## config.mk

```make
export PLATFORM = sky130hd
export DESIGN_NAME = seqcnt_irregular
export DESIGN_NICKNAME = d
export VERILOG_FILES = /design/src/rtl/seqcnt_pkg.sv /design/src/rtl/seqcnt_next.sv /design/src/rtl/seqcnt_reg.sv /design/src/rtl/seqcnt_term.sv /design/src/rtl/seqcnt_irregular.sv
export SDC_FILE = /design/constraint.sdc
export NUM_CORES = 1
export LEC_CHECK = 0
export ABC_AREA = 1
export BUFFER_PORTS_ARGS = -buffer_cell sky130_fd_sc_hd__buf_2
export CORE_AREA = 2 2 39 41
export DETAILED_ROUTE_END_ITERATION = 7
export DIE_AREA = 0 0 41 43
export SLEW_MARGIN = 25
export SYNTH_ARGS = -nofsm -noshare
export SYNTH_HDL_FRONTEND = slang
export SYNTH_SLANG_ARGS = --single-unit
```

## constraint.sdc

```tcl
create_clock -name clk -period 2.98 [get_ports clk]
set_input_delay 0.596 -clock clk [delete_from_list [all_inputs] [get_ports clk]]
set_output_delay 0.596 -clock clk [all_outputs]
set_load 0.02 [all_outputs]
```

## src/rtl/seqcnt_pkg.sv

```systemverilog
// Package: shared widths, the sequence table and the recovery code.
// Assumes the sequence holds no repeated code and fits in CODE_W bits.
package seqcnt_pkg;
    localparam int CODE_W  = 4;
    localparam int SEQ_LEN = 10;
    localparam int IDX_W   = $clog2(SEQ_LEN);

    typedef logic [CODE_W-1:0] code_t;

    // Returns the code at position idx of the count order.
    function automatic code_t seq_code(input int idx);
        case (idx)
            0:       return code_t'(0);
            1:       return code_t'(2);
            2:       return code_t'(3);
            3:       return code_t'(5);
            4:       return code_t'(8);
            5:       return code_t'(7);
            6:       return code_t'(15);
            7:       return code_t'(12);
            8:       return code_t'(11);
            default: return code_t'(10);
        endcase
    endfunction

    localparam code_t START_CODE = seq_code(0);
    localparam code_t TERM_CODE  = seq_code(SEQ_LEN - 1);
    localparam code_t RECOVER_CODE = START_CODE;
endpackage

```

## src/rtl/seqcnt_next.sv

```systemverilog
// Next-state decoder: a purely combinational lookup from the current code
// to its successor. Any code outside the sequence maps to RECOVER_CODE.
// Assumes the package sequence table has no duplicates.
module seqcnt_next
    import seqcnt_pkg::*;
(
    input  logic [CODE_W-1:0] cur_i,
    output logic [CODE_W-1:0] nxt_o
);
    // Case-based successor selection over the sequence positions.
    always_comb begin
        case (cur_i)
            seq_code(0): nxt_o = seq_code(1);
            seq_code(1): nxt_o = seq_code(2);
            seq_code(2): nxt_o = seq_code(3);
            seq_code(3): nxt_o = seq_code(4);
            seq_code(4): nxt_o = seq_code(5);
            seq_code(5): nxt_o = seq_code(6);
            seq_code(6): nxt_o = seq_code(7);
            seq_code(7): nxt_o = seq_code(8);
            seq_code(8): nxt_o = seq_code(9);
            seq_code(9): nxt_o = seq_code(0);
            default:     nxt_o = RECOVER_CODE;
        endcase
    end
endmodule

```

## src/rtl/seqcnt_reg.sv

```systemverilog
// State register: all bits load together on the rising edge.
// Synchronous active-low reset wins over the enable; enable low holds.
module seqcnt_reg
    import seqcnt_pkg::*;
(
    input  logic              clk,
    input  logic              rst_n,
    input  logic              en_i,
    input  logic [CODE_W-1:0] nxt_i,
    output logic [CODE_W-1:0] q_o
);
    // Update the stored code: reset first, then load or hold.
    always_ff @(posedge clk) begin
        if (!rst_n)
            q_o <= START_CODE;
        else if (en_i)
            q_o <= nxt_i;
    end
endmodule

```

## src/rtl/seqcnt_term.sv

```systemverilog
// Terminal detector: flags the last code of the sequence.
// Assumes the flag is wanted combinationally, in the same cycle as the state.
module seqcnt_term
    import seqcnt_pkg::*;
(
    input  logic [CODE_W-1:0] state_i,
    output logic              tc_o
);
    // Compare the current code against the final sequence code.
    always_comb tc_o = (state_i == TERM_CODE);
endmodule

```

## src/rtl/seqcnt_irregular.sv

```systemverilog
// Top: self-starting ten-code counter built from the decoder, the register
// and the terminal detector. Assumes a single clock domain.
module seqcnt_irregular
    import seqcnt_pkg::*;
(
    input  logic              clk,
    input  logic              rst_n,
    input  logic              cnt_en,
    output logic [CODE_W-1:0] state_q,
    output logic              term_cnt
);
    logic [CODE_W-1:0] nxt_code;

    seqcnt_next u_next (
        .cur_i (state_q),
        .nxt_o (nxt_code)
    );

    seqcnt_reg u_reg (
        .clk   (clk),
        .rst_n (rst_n),
        .en_i  (cnt_en),
        .nxt_i (nxt_code),
        .q_o   (state_q)
    );

    seqcnt_term u_term (
        .state_i (state_q),
        .tc_o    (term_cnt)
    );
endmodule

```

== Yosys cells after proc, flatten, opt, wreduce, memory -nomap -nowiden ==
Memories as Yosys holds them, arrays and structs flattened. A register that Yosys moved wholly into a read port is not among the register bits.
Index checks and enable logic that the tools add are counted.
Word-level totals
  output and inout bits: 5
  memories kept: 1
  bits of input ports: 3
  word-level logic and storage cells: 3
  register bits after elaboration: 0
  ROM bits: 64
Operators by class
  reduce and logical (&&, ||, !) cells: 1
  equal/unequal tests: 1
Memory list
  (name not given): words 16, width 4, read ports 1, clocked after Yosys merged registers in 1, write ports 0, line seqcnt_next.sv:12  | case (cur_i)
Operator list (count)
  == test 4 bit, second input constant: 1
  logical NOT 1 bit: 1

== Depth between registers and ports, before layout ==
  word-level depth: 1
  depth in mapped cells: 6
  depth with buffers taken out: 6

== Hierarchy ==
Synthesis repeated with hierarchy kept, for this count alone.
Second synthesis, totals
  cell total of the unflattened synthesis: 59
  area, all modules: 344.1 um^2
Modules (own cells, without submodules)
  seqcnt_reg: cells an instance 25, sequential area each 80.1 um^2, times used 1, area each 166.4 um^2
  seqcnt_next: cells an instance 29, sequential area each 0.0 um^2, times used 1, area each 156.4 um^2
  seqcnt_term: cells an instance 5, sequential area each 0.0 um^2, times used 1, area each 21.3 um^2

== Worst setup path after synthesis ==
OpenSTA, ideal clock, no wires.
  path kind: register to output
  from: register u_reg.q_o[1]
  to: output port term_cnt
  slack: 1.376 ns
  data required time: 2.384 ns
  stages on the path, launching flop included: 4
  arrival time: 1.008 ns
  path buffers: 0
  cell sequence: dfxtp_1 -> ha_1 -> inv_1 -> nor2_1
Between the ends
  word-level cells in the longest chain between the ends: 1
Ends and longest elaborated chain
  from (decl): line seqcnt_reg.sv:10  | output logic [CODE_W-1:0] q_o
  == test 4 bit: line seqcnt_term.sv:10  | always_comb tc_o = (state_i == TERM_CODE);
  to (decl): line seqcnt_irregular.sv:10  | output logic term_cnt
Every way passes these cells.

== Final worst setup path ==
  from: register u_reg.q_o[0]
  to: output port term_cnt
Same word-level chain as after synthesis.

==> impl_metrics.py <==
metrics = {
    "synth": {
        "synth_compound_area_share_pct": 24.2,
        "synth_warnings": 0,
        "synth_simple_gate_area_share_pct": 19.7,
        "ys_seq_area_share_pct": 28.7,
        "ys_types": 11,
        "synth_top_family_by_area": "compound AO/OA/AOI/OAI gates",
        "synthArstFlopShare_pct": 0,
        "netlist_top_cells_count": "nand2_1 (9), inv_1 (6), o21ai_0 (6), a21oi_1 (5)",
        "syn_area_um2": 279,
        "synth_top_area_share_pct": 28.7,
        "synth.most_common_cell": "nand2_1",
        "synthAdderAreaFrac_pct": 17.9,
        "postSynthAreaPerCell_um2": 6.64,
        "synth_cells": 42,
        "yosys.area.top_type": "dfxtp_1",
        "synth_area_leaders": "dfxtp_1 (29%), ha_1 (18%), nand2_1 (12%)",
        "synthMuxAreaShare_pct": 0,
        "syn_nets": 49,
        "synth-edff-count": 0,
        "synthFlopType": "dfxtp_1",
        "ys_seq_elements": 4,
        "synthXorXnorAreaFrac_pct": 0,
    },
    "setup_path": {
        "r2r.worst_path.cells": 5,
        "path_class": "flop to primary output",
        "path_delay_family": "buffers and inverters",
        "crit_fanout": 4,
        "crit_chain": "inv_1 -> ha_1 -> inv_1 -> nor2_1 -> buf_2",
        "worst-endpoint-arrival_ns": 1.14,
        "cp_slowest_cell": "dfxtp_1",
        "required_ns": 2.38,
        "crit_buf_inv": 3,
        "crit_cells": 5,
        "critPathCaptureType": "primary output",
        "cp_slowest_stage_delay_ns": 0.32,
        "crit_top_cell": "inv_1",
        "startpoint_type": "flop",
    },
    "hold_path": {
        "min_delay_path_depth": 2,
        "hp-class": "flop to flop",
    },
    "timing": {
        "relSlewSlack_pct": 81.6,
        "fin_crit_ns": 1.74,
        "fin_tns_setup_ns": 0,
        "timing.final.crit_share_pct": 58.4,
        "worst_pin_slew_ns": 0.276,
        "setup_viol": 0,
        "fmax_mhz": 575,
        "drv_slew": 0,
        "finalClockSkew_ns": 0.000779,
        "rsz0062_at_grt": "no",
        "final_hold_viol_count": 0,
    },
    "detailed_routing": {
        "totalWireLength_um": 603,
        "route.vias.total": 285,
        "dr.pass1.iters": 3,
        "ant_nets": 0,
        "via_per_inst": 4.19,
        "post_drt_wl_per_cell_um": 8.87,
        "drcViolationCount": 0,
        "drt_iter0_markers": 7,
    },
    "clocking": {
        "cts_resized": 0,
        "holdBufCountCts": 0,
        "clock_sinks": 4,
        "max-clock-path-buffers": 2,
        "cts-root-buf": "clkbuf_4",
        "clk_pin_slew_ns": 0.04,
        "cts_tree": "built",
        "post-cts-setup-buffer-count": 0,
        "cts.htree.levels": 1,
        "cts_buffers": 3,
        "clk_latency_ns": 0.23,
    },
    "cells_and_area": {
        "fillers": 172,
        "utilization_pct": 25.8,
        "antennaDiodeCount": 0,
        "largestRegisters": "u_reg.q_o (4)",
        "finalNetCount": 61,
        "syn_to_final_growth_pct": 27.8,
        "largest_reg_flops": 4,
        "final_layout_size_suffix_gt1_share_pct": 21.2,
        "regMostFlops": "u_reg.q_o",
    },
    "floorplan": {
        "dieHeight_um": 43,
        "io_pins": 8,
        "die_x_um": 41,
        "rows": 14,
        "core_um2": 1380,
        "fp.dieArea_um2": 1760,
        "initial_core_util_pct": 20.2,
    },
    "placement": {
        "place.gp.congestion": 0.850,
        "place_hpwl_um": 494,
        "io_buffers": 7,
    },
    "run": {
        "drv_cap": 0,
    },
    "grt": {
        "grt_max_degree": 9,
        "grt_use_total_pct": 10.2,
        "grt_pass1_wl_um": 1180,
        "grt_overflow": 0,
        "antenna_found_initial": 0,
        "grt_pass1_vias": 301,
    },
    "power_and_ir_drop": {
        "power_leakage_nw": 0.177,
        "vdd_ir_drop_max_v": 0.000157,
        "p_per_area_nw_per_um2": 447,
    },
    "run_status": {
        "status": "completed",
    },
}
==> placed cells by master, fill, tap and decap left out <==
cell,count
dfxtp_1,4
o211ai_1,1
nor2_1,3
clkbuf_4,3
o21ai_1,1
a21oi_1,5
ha_1,4
inv_2,1
o21ai_0,6
inv_1,6
buf_2,7
nand3_1,2
nand2_1,9
==> routing by layer <==
layer | track usage, % | part of all wire [%]
met5 | 0 | 0
met1 | 11.9 | 46
met2 | 13.8 | 53
met4 | 10.0 | 0
met3 | 3.14 | 1.2
==> stage by stage <==
step                hold slack, ns  power (mW)  setup slack, ns  std cells  instance area, um2
floorplan                    0.631      0.0848             1.38         42                 279
global placement             0.576      0.0957             1.48         65                 334
detailed placement           0.572      0.0956             1.47         65                 334
CTS                          0.575       0.164             1.21         68                 357
global route                 0.615       0.179             1.11         68                 357
finish                       0.569       0.159             1.24         68                 357
==> report_power, final <==
| group | internal [mW] | switching, mW | leakage (nW) |
|---|---|---|---|
| combinational | 0.0122 | 0.0205 | 0.131 |
| sequential | 0.0573 | 0.00443 | 0.0329 |
| clock | 0.0449 | 0.0201 | 0.0138 |
| total | 0.114 | 0.0450 | 0.177 |
==> cell families after synthesis <==
logic type,Yosys count
compound gates,13
fa+ha+maj,4
buf+inv,7
flops,4
simple gates,14
==> final cells by class <==
cell class	count	area, um2	area share (%)
clock buffers	3	22.5	6.32
inverters	7	26.3	7.37
multi-input cells	31	173	48.4
flip-flops and latches	4	80.1	22.5
well taps	16	20.0	5.61
repair buffers	7	35.0	9.82
==> path summary, 6_finish.rpt <==
check | to | slack (ns) | from
setup reg to reg | u_reg.q_o[1] | 1.75 | u_reg.q_o[0]
hold reg to reg | u_reg.q_o[0] | 0.57 | u_reg.q_o[0]
hold / removal | u_reg.q_o[0] | 0.57 | u_reg.q_o[0]
setup / recovery | term_cnt | 1.24 | u_reg.q_o[0]
==> worst min-delay path, stage by stage (launching register included) <==
cell and delay [ns]:
dfxtp_1 0.32, o21ai_0 0.16, a21oi_1 0.04
Power figures use the tool's default switching activity.
